==> src/rtl/seg_xlate_pkg.sv <==
package seg_xlate_pkg;
  typedef enum logic [1:0] {
    ACC_READ  = 2'd0,
    ACC_WRITE = 2'd1,
    ACC_EXEC  = 2'd2,
    ACC_RSVD  = 2'd3
  } acc_kind_e;

  typedef enum logic [1:0] {
    CSEL_CTRL   = 2'd0,
    CSEL_SEGMAP = 2'd1,
    CSEL_BASELO = 2'd2,
    CSEL_BASEHI = 2'd3
  } cfg_sel_e;

  typedef enum logic [1:0] {
    ST_IDLE    = 2'd0,
    ST_LK_REQ  = 2'd1,
    ST_LK_WAIT = 2'd2,
    ST_RESP    = 2'd3
  } xl_state_e;

  localparam int PERM_W = 3;
  localparam logic [PERM_W-1:0] PERM_ALL = 3'b111;
endpackage

==> src/rtl/seg_cfg_regs.sv <==
module seg_cfg_regs
  import seg_xlate_pkg::*;
#(
  parameter int CFG_W = 32,
  parameter int SEG_W = 4
) (
  input  logic                        clk,
  input  logic                        rst_n,
  input  logic                        we,
  input  logic [1:0]                  sel,
  input  logic [CFG_W-1:0]            wdata,
  output logic [CFG_W-1:0]            ctrl_q,
  output logic [(1<<SEG_W)-1:0]       segmap_q,
  output logic [((1<<SEG_W)/2)*SEG_W-1:0] base_lo_q,
  output logic [((1<<SEG_W)/2)*SEG_W-1:0] base_hi_q
);
  localparam int SEGS   = 1 << SEG_W;
  localparam int BASE_W = (SEGS / 2) * SEG_W;

  always_ff @(posedge clk) begin
    if (!rst_n) begin
      ctrl_q    <= '0;
      segmap_q  <= '0;
      base_lo_q <= '0;
      base_hi_q <= '0;
    end else if (we) begin
      case (cfg_sel_e'(sel))
        CSEL_CTRL:   ctrl_q    <= wdata;
        CSEL_SEGMAP: segmap_q  <= wdata[SEGS-1:0];
        CSEL_BASELO: base_lo_q <= wdata[BASE_W-1:0];
        CSEL_BASEHI: base_hi_q <= wdata[BASE_W-1:0];
        default: ;
      endcase
    end
  end
endmodule

==> src/rtl/seg_decode.sv <==
module seg_decode
  import seg_xlate_pkg::*;
#(
  parameter int VA_W     = 32,
  parameter int CFG_W    = 32,
  parameter int SEG_W    = 4,
  parameter int EN_BIT_A = 2,
  parameter int EN_BIT_B = 3
) (
  input  logic [VA_W-1:0]                 vaddr,
  input  logic [1:0]                      kind,
  input  logic                            user,
  input  logic [CFG_W-1:0]                ctrl,
  input  logic [(1<<SEG_W)-1:0]           segmap,
  input  logic [((1<<SEG_W)/2)*SEG_W-1:0] base_lo,
  input  logic [((1<<SEG_W)/2)*SEG_W-1:0] base_hi,
  output logic                            xlate_on,
  output logic                            local_hit,
  output logic [VA_W-1:0]                 local_paddr,
  output logic [1:0]                      kind_n,
  output logic                            inst
);
  localparam int SEGS  = 1 << SEG_W;
  localparam int HALF  = SEGS / 2;
  localparam int OFF_W = VA_W - SEG_W;

  logic [SEG_W-1:0] nib_tab [SEGS];
  logic [SEG_W-1:0] seg;
  logic [OFF_W-1:0] off;
  logic             direct;

  for (genvar g = 0; g < SEGS; g++) begin : g_nib
    if (g < HALF) begin : g_lo
      assign nib_tab[g] = base_lo[g*SEG_W +: SEG_W];
    end else begin : g_hi
      assign nib_tab[g] = base_hi[(g-HALF)*SEG_W +: SEG_W];
    end
  end

  assign seg      = vaddr[VA_W-1 -: SEG_W];
  assign off      = vaddr[OFF_W-1:0];
  assign xlate_on = ctrl[EN_BIT_A] | ctrl[EN_BIT_B];
  assign direct   = !user && segmap[seg];

  always_comb begin
    local_hit   = !xlate_on || direct;
    local_paddr = xlate_on ? {nib_tab[seg], off} : vaddr;
    inst        = (acc_kind_e'(kind) == ACC_EXEC);
    kind_n      = (acc_kind_e'(kind) == ACC_RSVD) ? ACC_READ : kind;
  end
endmodule

==> src/rtl/seg_xlate_ctrl.sv <==
module seg_xlate_ctrl
  import seg_xlate_pkg::*;
#(
  parameter int VA_W = 32
) (
  input  logic              clk,
  input  logic              rst_n,
  input  logic              req_valid,
  output logic              req_ready,
  input  logic [VA_W-1:0]   req_vaddr,
  input  logic              req_user,
  input  logic              dec_local,
  input  logic [VA_W-1:0]   dec_paddr,
  input  logic [1:0]        dec_kind,
  input  logic              dec_inst,
  output logic              lk_valid,
  input  logic              lk_ready,
  output logic [VA_W-1:0]   lk_vaddr,
  output logic [1:0]        lk_kind,
  output logic              lk_user,
  output logic              lk_inst,
  input  logic              lk_done,
  input  logic [VA_W-1:0]   lk_paddr,
  input  logic [PERM_W-1:0] lk_perm,
  input  logic              lk_miss,
  output logic              rsp_valid,
  input  logic              rsp_ready,
  output logic [VA_W-1:0]   rsp_paddr,
  output logic [PERM_W-1:0] rsp_perm,
  output logic              rsp_miss,
  output logic              rsp_inst
);
  xl_state_e state_q;

  always_ff @(posedge clk) begin
    if (!rst_n) begin
      state_q   <= ST_IDLE;
      lk_vaddr  <= '0;
      lk_kind   <= '0;
      lk_user   <= 1'b0;
      lk_inst   <= 1'b0;
      rsp_paddr <= '0;
      rsp_perm  <= '0;
      rsp_miss  <= 1'b0;
      rsp_inst  <= 1'b0;
    end else begin
      case (state_q)
        ST_IDLE: if (req_valid) begin
          if (dec_local) begin
            rsp_paddr <= dec_paddr;
            rsp_perm  <= PERM_ALL;
            rsp_miss  <= 1'b0;
            rsp_inst  <= dec_inst;
            state_q   <= ST_RESP;
          end else begin
            lk_vaddr <= req_vaddr;
            lk_kind  <= dec_kind;
            lk_user  <= req_user;
            lk_inst  <= dec_inst;
            state_q  <= ST_LK_REQ;
          end
        end
        ST_LK_REQ: if (lk_ready) state_q <= ST_LK_WAIT;
        ST_LK_WAIT: if (lk_done) begin
          rsp_paddr <= lk_paddr;
          rsp_perm  <= lk_perm;
          rsp_miss  <= lk_miss;
          rsp_inst  <= lk_inst;
          state_q   <= ST_RESP;
        end
        ST_RESP: if (rsp_ready) state_q <= ST_IDLE;
        default: state_q <= ST_IDLE;
      endcase
    end
  end

  assign req_ready = (state_q == ST_IDLE);
  assign lk_valid  = (state_q == ST_LK_REQ);
  assign rsp_valid = (state_q == ST_RESP);
endmodule

==> src/rtl/seg_xlate_front.sv <==
module seg_xlate_front
  import seg_xlate_pkg::*;
#(
  parameter int VA_W  = 32,
  parameter int CFG_W = 32,
  parameter int SEG_W = 4
) (
  input  logic              clk,
  input  logic              rst_n,
  input  logic              cfg_we,
  input  logic [1:0]        cfg_sel,
  input  logic [CFG_W-1:0]  cfg_wdata,
  input  logic              req_valid,
  output logic              req_ready,
  input  logic [VA_W-1:0]   req_vaddr,
  input  logic [1:0]        req_kind,
  input  logic              req_user,
  output logic              lk_valid,
  input  logic              lk_ready,
  output logic [VA_W-1:0]   lk_vaddr,
  output logic [1:0]        lk_kind,
  output logic              lk_user,
  output logic              lk_inst,
  input  logic              lk_done,
  input  logic [VA_W-1:0]   lk_paddr,
  input  logic [PERM_W-1:0] lk_perm,
  input  logic              lk_miss,
  output logic              rsp_valid,
  input  logic              rsp_ready,
  output logic [VA_W-1:0]   rsp_paddr,
  output logic [PERM_W-1:0] rsp_perm,
  output logic              rsp_miss,
  output logic              rsp_inst
);
  localparam int SEGS   = 1 << SEG_W;
  localparam int BASE_W = (SEGS / 2) * SEG_W;

  logic [CFG_W-1:0]  ctrl_q;
  logic [SEGS-1:0]   segmap_q;
  logic [BASE_W-1:0] base_lo_q;
  logic [BASE_W-1:0] base_hi_q;
  logic              xlate_on;
  logic              dec_local;
  logic [VA_W-1:0]   dec_paddr;
  logic [1:0]        dec_kind;
  logic              dec_inst;

  seg_cfg_regs #(.CFG_W(CFG_W), .SEG_W(SEG_W)) regs_i (
    .clk(clk), .rst_n(rst_n), .we(cfg_we), .sel(cfg_sel), .wdata(cfg_wdata),
    .ctrl_q(ctrl_q), .segmap_q(segmap_q), .base_lo_q(base_lo_q), .base_hi_q(base_hi_q)
  );

  seg_decode #(.VA_W(VA_W), .CFG_W(CFG_W), .SEG_W(SEG_W)) dec_i (
    .vaddr(req_vaddr), .kind(req_kind), .user(req_user), .ctrl(ctrl_q),
    .segmap(segmap_q), .base_lo(base_lo_q), .base_hi(base_hi_q),
    .xlate_on(xlate_on), .local_hit(dec_local), .local_paddr(dec_paddr),
    .kind_n(dec_kind), .inst(dec_inst)
  );

  seg_xlate_ctrl #(.VA_W(VA_W)) ctrl_i (
    .clk(clk), .rst_n(rst_n),
    .req_valid(req_valid), .req_ready(req_ready), .req_vaddr(req_vaddr), .req_user(req_user),
    .dec_local(dec_local), .dec_paddr(dec_paddr), .dec_kind(dec_kind), .dec_inst(dec_inst),
    .lk_valid(lk_valid), .lk_ready(lk_ready), .lk_vaddr(lk_vaddr), .lk_kind(lk_kind),
    .lk_user(lk_user), .lk_inst(lk_inst), .lk_done(lk_done), .lk_paddr(lk_paddr),
    .lk_perm(lk_perm), .lk_miss(lk_miss),
    .rsp_valid(rsp_valid), .rsp_ready(rsp_ready), .rsp_paddr(rsp_paddr),
    .rsp_perm(rsp_perm), .rsp_miss(rsp_miss), .rsp_inst(rsp_inst)
  );
endmodule

==> config.mk <==
export PLATFORM = sky130hd
export DESIGN_NAME = seg_xlate_front
export DESIGN_NICKNAME = d
export VERILOG_FILES = /design/src/rtl/seg_xlate_pkg.sv /design/src/rtl/seg_cfg_regs.sv /design/src/rtl/seg_decode.sv /design/src/rtl/seg_xlate_ctrl.sv /design/src/rtl/seg_xlate_front.sv
export SDC_FILE = /design/constraint.sdc
export NUM_CORES = 1
export LEC_CHECK = 0
export BUFFER_PORTS_ARGS = -buffer_cell sky130_fd_sc_hd__buf_2
export CAP_MARGIN = 10
export CORE_MARGIN = 3
export CORE_UTILIZATION = 35
export DETAILED_ROUTE_END_ITERATION = 6
export MAX_ROUTING_LAYER = met4
export SLEW_MARGIN = 25
export SYNTH_ARGS = -nofsm -noshare
export SYNTH_HDL_FRONTEND = slang
export SYNTH_SLANG_ARGS = --single-unit
==> constraint.sdc <==
create_clock -name clk -period 3.8 [get_ports clk]
set_clock_uncertainty 0.15 [all_clocks]
set_input_delay 0.76 -clock clk [delete_from_list [all_inputs] [get_ports clk]]
set_output_delay 0.76 -clock clk [all_outputs]
set_load 0.02 [all_outputs]
# == After elaboration in Yosys (flattened, before gate mapping) ==
# Index checks and enable logic that the tools add are counted.
# word_totals
input_bits,112
wordCells,74
regBits,159
# op_classes
muxes,29
bitwise,3
magnitude_cmp,2
n_eq_ne,13
n_reduce_logical,14
# op_table
cell,n
2-to-1 mux 32 bit,4
case mux 32 bit (2 select lines),1
binary-select mux 4 bit (select 4 bit),1
== test 2 bit (second input constant),6
2-to-1 mux 2 bit,6
2-to-1 mux 3 bit,3
2-to-1 mux 4 bit,2
case mux 2 bit (4 select lines),1
AND reduction 2 bit,4
AND reduction 4 bit,2
2-to-1 mux 1 bit,7
!= test 2 x 1 -> 1 bit (second input constant),3
case mux 3 bit (2 select lines),1
>= comparator 5 bit (second input constant),1
less-than comparator 4 x 5 -> 1 bit (second input constant),1
NOT 4 -> 5 bit,1
binary-select mux 1 bit (select 4 bit),1
== test 2 x 1 -> 1 bit (second input constant),2
zero test 2 bit,2
!= test 2 bit (second input constant),2
case mux 1 bit (2 select lines),2
AND reduction 3 bit,1
zero test 1 bit,2
nonzero test 2 bit,1
4 further kinds,4

# == Logic depth before layout (Yosys ltp) ==
# logic_depth
word_depth,8
ltp_mapped,9
mapped_depth_nobuf,7

# == Cells and area by module ==
# A second synthesis with hierarchy kept.
# unflattened
hier_cells,867
hier_area_um2,8518.2
# modules_own_cells
mod,cells_per_inst,seq_area_each_um2,n_inst,area_each_um2
seg_cfg_regs,401,2242.2,1,4199.0
seg_xlate_ctrl,380,1501.4,1,3408.3
seg_decode,86,0.0,1,910.9

# == Worst setup path after synthesis ==
# OpenSTA, ideal clock, no wires.
# synth_timing
path_kind,input to register
start,in req_vaddr[28]
end,reg ctrl_i.rsp_paddr[10]
required_time_ns,3.578
t_arrival_ns,2.518
setup_slack_ns,1.060
setup_ns,0.072
path_stages,8
cell_sequence,buf_2 mux4_2 or2_4 a31oi_4 a31o_4 buf_8 buf_12 mux2i_1
# synth_via
elab_chain_len,6
# synth_rtl
item,line_no,rtl
from (decl),seg_xlate_front.sv:15,"input logic [VA_W-1:0] req_vaddr,"
binary-select mux 1 bit (select 4 bit),seg_decode.sv:43,assign direct = !user && segmap[seg];
2-to-1 mux 1 bit (implied by the code),seg_decode.sv:43,
logical AND 1 bit,seg_decode.sv:43,
logical OR 1 bit,seg_decode.sv:46,local_hit = !xlate_on || direct;
!= test 2 x 1 -> 1 bit (no line),--,
AND reduction 4 bit (no line),--,
to (signal assigned),seg_xlate_ctrl.sv:50,rsp_paddr <= dec_paddr;
to (signal assigned),seg_xlate_ctrl.sv:65,rsp_paddr <= lk_paddr;
to (decl),seg_xlate_ctrl.sv:28,"output logic [VA_W-1:0] rsp_paddr,"
# No other way between the ends. The select of a mux whose other input is x is not followed.
# A chain may end at the register's enable or synchronous reset.

# == Worst setup path after layout ==
# layout_timing
start,in req_vaddr[28]
end,reg ctrl_i.rsp_paddr[21]
# The elaborated chain is that of the path after synthesis.

==> impl_results.md <==
* Fill cells at 1956
* Total leakage power at 3.586 nW
* Max Freq at 373.3 MHz
* Pwr Density at 613.0 mW/mm^2
* Max-slew violation count at 0
* Post-CTS Resized at 0
* Post-synth top flop: dfxtp_1
* GRT Util Overall at 0.1901
* Flop and latch count out of synthesis at 156
* Clock sinks at 156
* Tmin final at 2679 ps
* Overall routed net length at 20720 um
* GPL Wtd Cong at 0.7843
* Non-filler cells, final at 1248
* Hpwl dp at 14490 um
* Reg-to-reg slack, setup at 1440 ps
* Most instantiated cells after synthesis: nand2_1 (229), dfxtp_1 (156), a21oi_1 (117), clkbuf_1 (50), mux2i_1 (47)
* Number of buffers added on ports at 187
* Worst setup path class: in2reg
* Max Cap Viol at 0
* Relative slew slack at 0.5141
* RR Endpoint: ctrl_i.rsp_paddr[21]
* Multi-input logic area at 0.003552 mm^2
* Hold_sp: ctrl_i.rsp_paddr[28]
* Sw frac at 0.3358
* Internal at 3.551 mW
* Cts-stage hold buffer count at 0
* Post-layout power at 5.346 mW
* Number of cells on the worst hold path at 2
* Vias per Instance at 5.069
* Ant. Diodes at 0
* Synth top area share at 0.4432
* Unrepaired setup endpoints after global routing: false
* Nets at 1088
* Reg power frac at 0.364
* H-Tree Depth at 4
* Post-synthesis sequential area ratio at 0.4432
* Yosys top cell by area: dfxtp_1
* Reg-to-reg critical path startpoint: regs_i.segmap_q[4]
* Synthesis-to-layout area growth at 23.76%
* Ports at 188
* Placed Cells at 1217
* Layout cell share with drive strength beyond 1 at 0.2950
* Synth Instances at 820
* Final core occ at 0.4452
* CTS Buffer Depth at 2
* R2R depth at 5
* Clock power frac at 0.331
* WHS at 295.5 ps
* Fin Setup TNS at 0 ps
* Core area at 0.01959 mm^2
* Iter 0 DRT Violations at 335
* Antenna violations before repair at 0
* Die height at 147.9 um
* Avg WL per Cell at 16.60 um
* Number of synthesized flops with an enable pin at 0
* Synth top area cells: dfxtp_1 (44%), nand2_1 (12%), a21oi_1 (8.3%), mux2i_1 (6.7%), mux4_2 (5.4%)
* Drt drc at 0
* Worst-path fanout max at 37
* Total number of vias at 6326
* Sw Pwr at 1.795 mW
* Avg Inst Size Synth at 8.594 um^2
* Antenna viol nets, final at 0
* Slew @ Worst Pin at 728.8 ps
* Vias in the first global route at 5899
* Worst path arrival time at 2880 ps
* Die Span X at 147.9 um
* GRT overflow at 0
* Clock latency on the worst-skew pair at 420 ps
* Critical path launch point type: primary input
* Unique masters post-synth at 55
* Worst-case vdd ir drop at 344.2 uV
* Syn Nets at 937
* Async set or reset register ratio after synthesis at 0
* Crit. End Element: flop
* Part of the power in combinational logic at 0.306
* Initial Util at 0.3597
* Die area at 0.02187 mm^2
* Final Hold Fails at 0
* Hold endpoint: ctrl_i.rsp_paddr[28]
* DRT Pass-1 Iters at 5
* Synthesis Warnings at 0
* Largest net degree at the start of global routing at 83
* Register area at 0.003123 mm^2
* Final Cycle Share at 0.7049
* Critical path required time at 4000 ps
* Most frequent cell after synthesis: nand2_1
* CTS root buffer: clkbuf_16
* Worst min-delay path class: reg2reg
* First-pass GRT wire length at 32120 um
* CTS Buf Count at 17
* Setup violations, final at 0
* Outcome: complete, no violations
* Worst-path clk slew at 70 ps
* # Post-CTS Setup Buffers at 0
* Post-Syn Area at 0.007047 mm^2
* Num rows at 51
* CTS tree: yes
[kinds of logic after synthesis]
| group | Yosys count | synth area share |
|---|---|---|
| AND/OR/NAND/NOR | 302 | 0.1781 |
| adder cells (fa/ha/maj) | 5 | 0.008878 |
| AO/OA/AOI/OAI | 184 | 0.1493 |
| buffers and inverters | 81 | 0.05469 |
| multiplexers | 92 | 0.1658 |
| flip-flops | 156 | 0.4432 |
[cell type report]
| cell class | count | area share |
|---|---|---|
| Multi-Input combinational cell | 583 | 0.4073 |
| Clock buffer | 19 | 0.05194 |
| Clock inverter | 12 | 0.01851 |
| Inverter | 12 | 0.005308 |
| Tap cell | 265 | 0.03802 |
| Sequential cell | 156 | 0.3581 |
| Timing Repair Buffer | 201 | 0.1208 |
[metrics by stage]
step | area, um^2 | setup WS (ps)
2_1_floorplan | 7047 | 1060
3_3_place_gp | 8107 | 670.7
3_5_place_dp | 8107 | 618.5
4_1_cts | 8721 | 1081
5_1_grt | 8721 | 936.5
6_report | 8721 | 1121
[worst max path at each step]
| stage | start | endpoint | slack, ps |
|---|---|---|---|
| final | req_vaddr[28] | ctrl_i.rsp_paddr[21] | 1120 |
| after global routing | req_vaddr[28] | ctrl_i.rsp_perm[1] | 940 |
| after CTS | req_vaddr[28] | ctrl_i.rsp_paddr[21] | 1080 |
| after detailed placement | req_vaddr[28] | ctrl_i.rsp_paddr[21] | 620 |
| after global placement | req_vaddr[28] | ctrl_i.rsp_perm[0] | 670 |
| after floorplan | req_vaddr[28] | ctrl_i.rsp_paddr[10] | 1060 |
[cell usage in the layout, fill, tap and decap left out, drive strengths merged, types with 2 or more instances in the layout]
| cell type | count |
|---|---|
| mux4 | 17 |
| nor3b | 3 |
| nand4 | 4 |
| a311oi | 3 |
| clkinvlp | 2 |
| clkbuf | 19 |
| nor2b | 2 |
| nand3 | 39 |
| inv | 13 |
| nand3b | 3 |
| clkinv | 6 |
| dfxtp | 156 |
| mux2i | 47 |
| a31oi | 2 |
| bufinv | 3 |
| or2 | 4 |
| nor2 | 10 |
| mux2 | 28 |
| o21ai | 39 |
| a21oi | 117 |
| o211ai | 2 |
| a31o | 2 |
| nor3 | 2 |
| a221oi | 4 |
| o2111ai | 2 |
| buf | 201 |
| ha | 5 |
| a311o | 2 |
| nand2 | 229 |
[critical path: stages]
cell,delay (ps)
buf_2,230
buf_4,340
mux2i_1,220
nand3b_1,170
a31oi_4,210
a31o_4,660
mux2i_1,270
[layer usage]
metal  track usage  up-vias  routed length [um]
met4       0.04527        0                 204
met5             -        -                   0
met3       0.03740       18                1411
met2        0.3074      218                9860
li1              -     3141                   -
met1        0.2480     2949                9240
[registers in the layout, indices dropped and copies added, names as in the netlist, 3 cells and up]
register,flops
ctrl_i.lk_vaddr,32
ctrl_i.rsp_paddr,32
ctrl_i.rsp_perm,3
regs_i.base_hi_q,32
regs_i.base_lo_q,32
regs_i.segmap_q,16
[power groups by stage]
stage	clock network (mW)	logic, mW	registers, mW
floorplan	0	1.07	2.18
global placement	0	1.65	1.97
detailed placement	0	1.66	1.98
CTS	1.81	1.66	1.95
global route	1.87	1.77	1.97
finish	1.77	1.63	1.94
(Power assumes the default switching activity.)
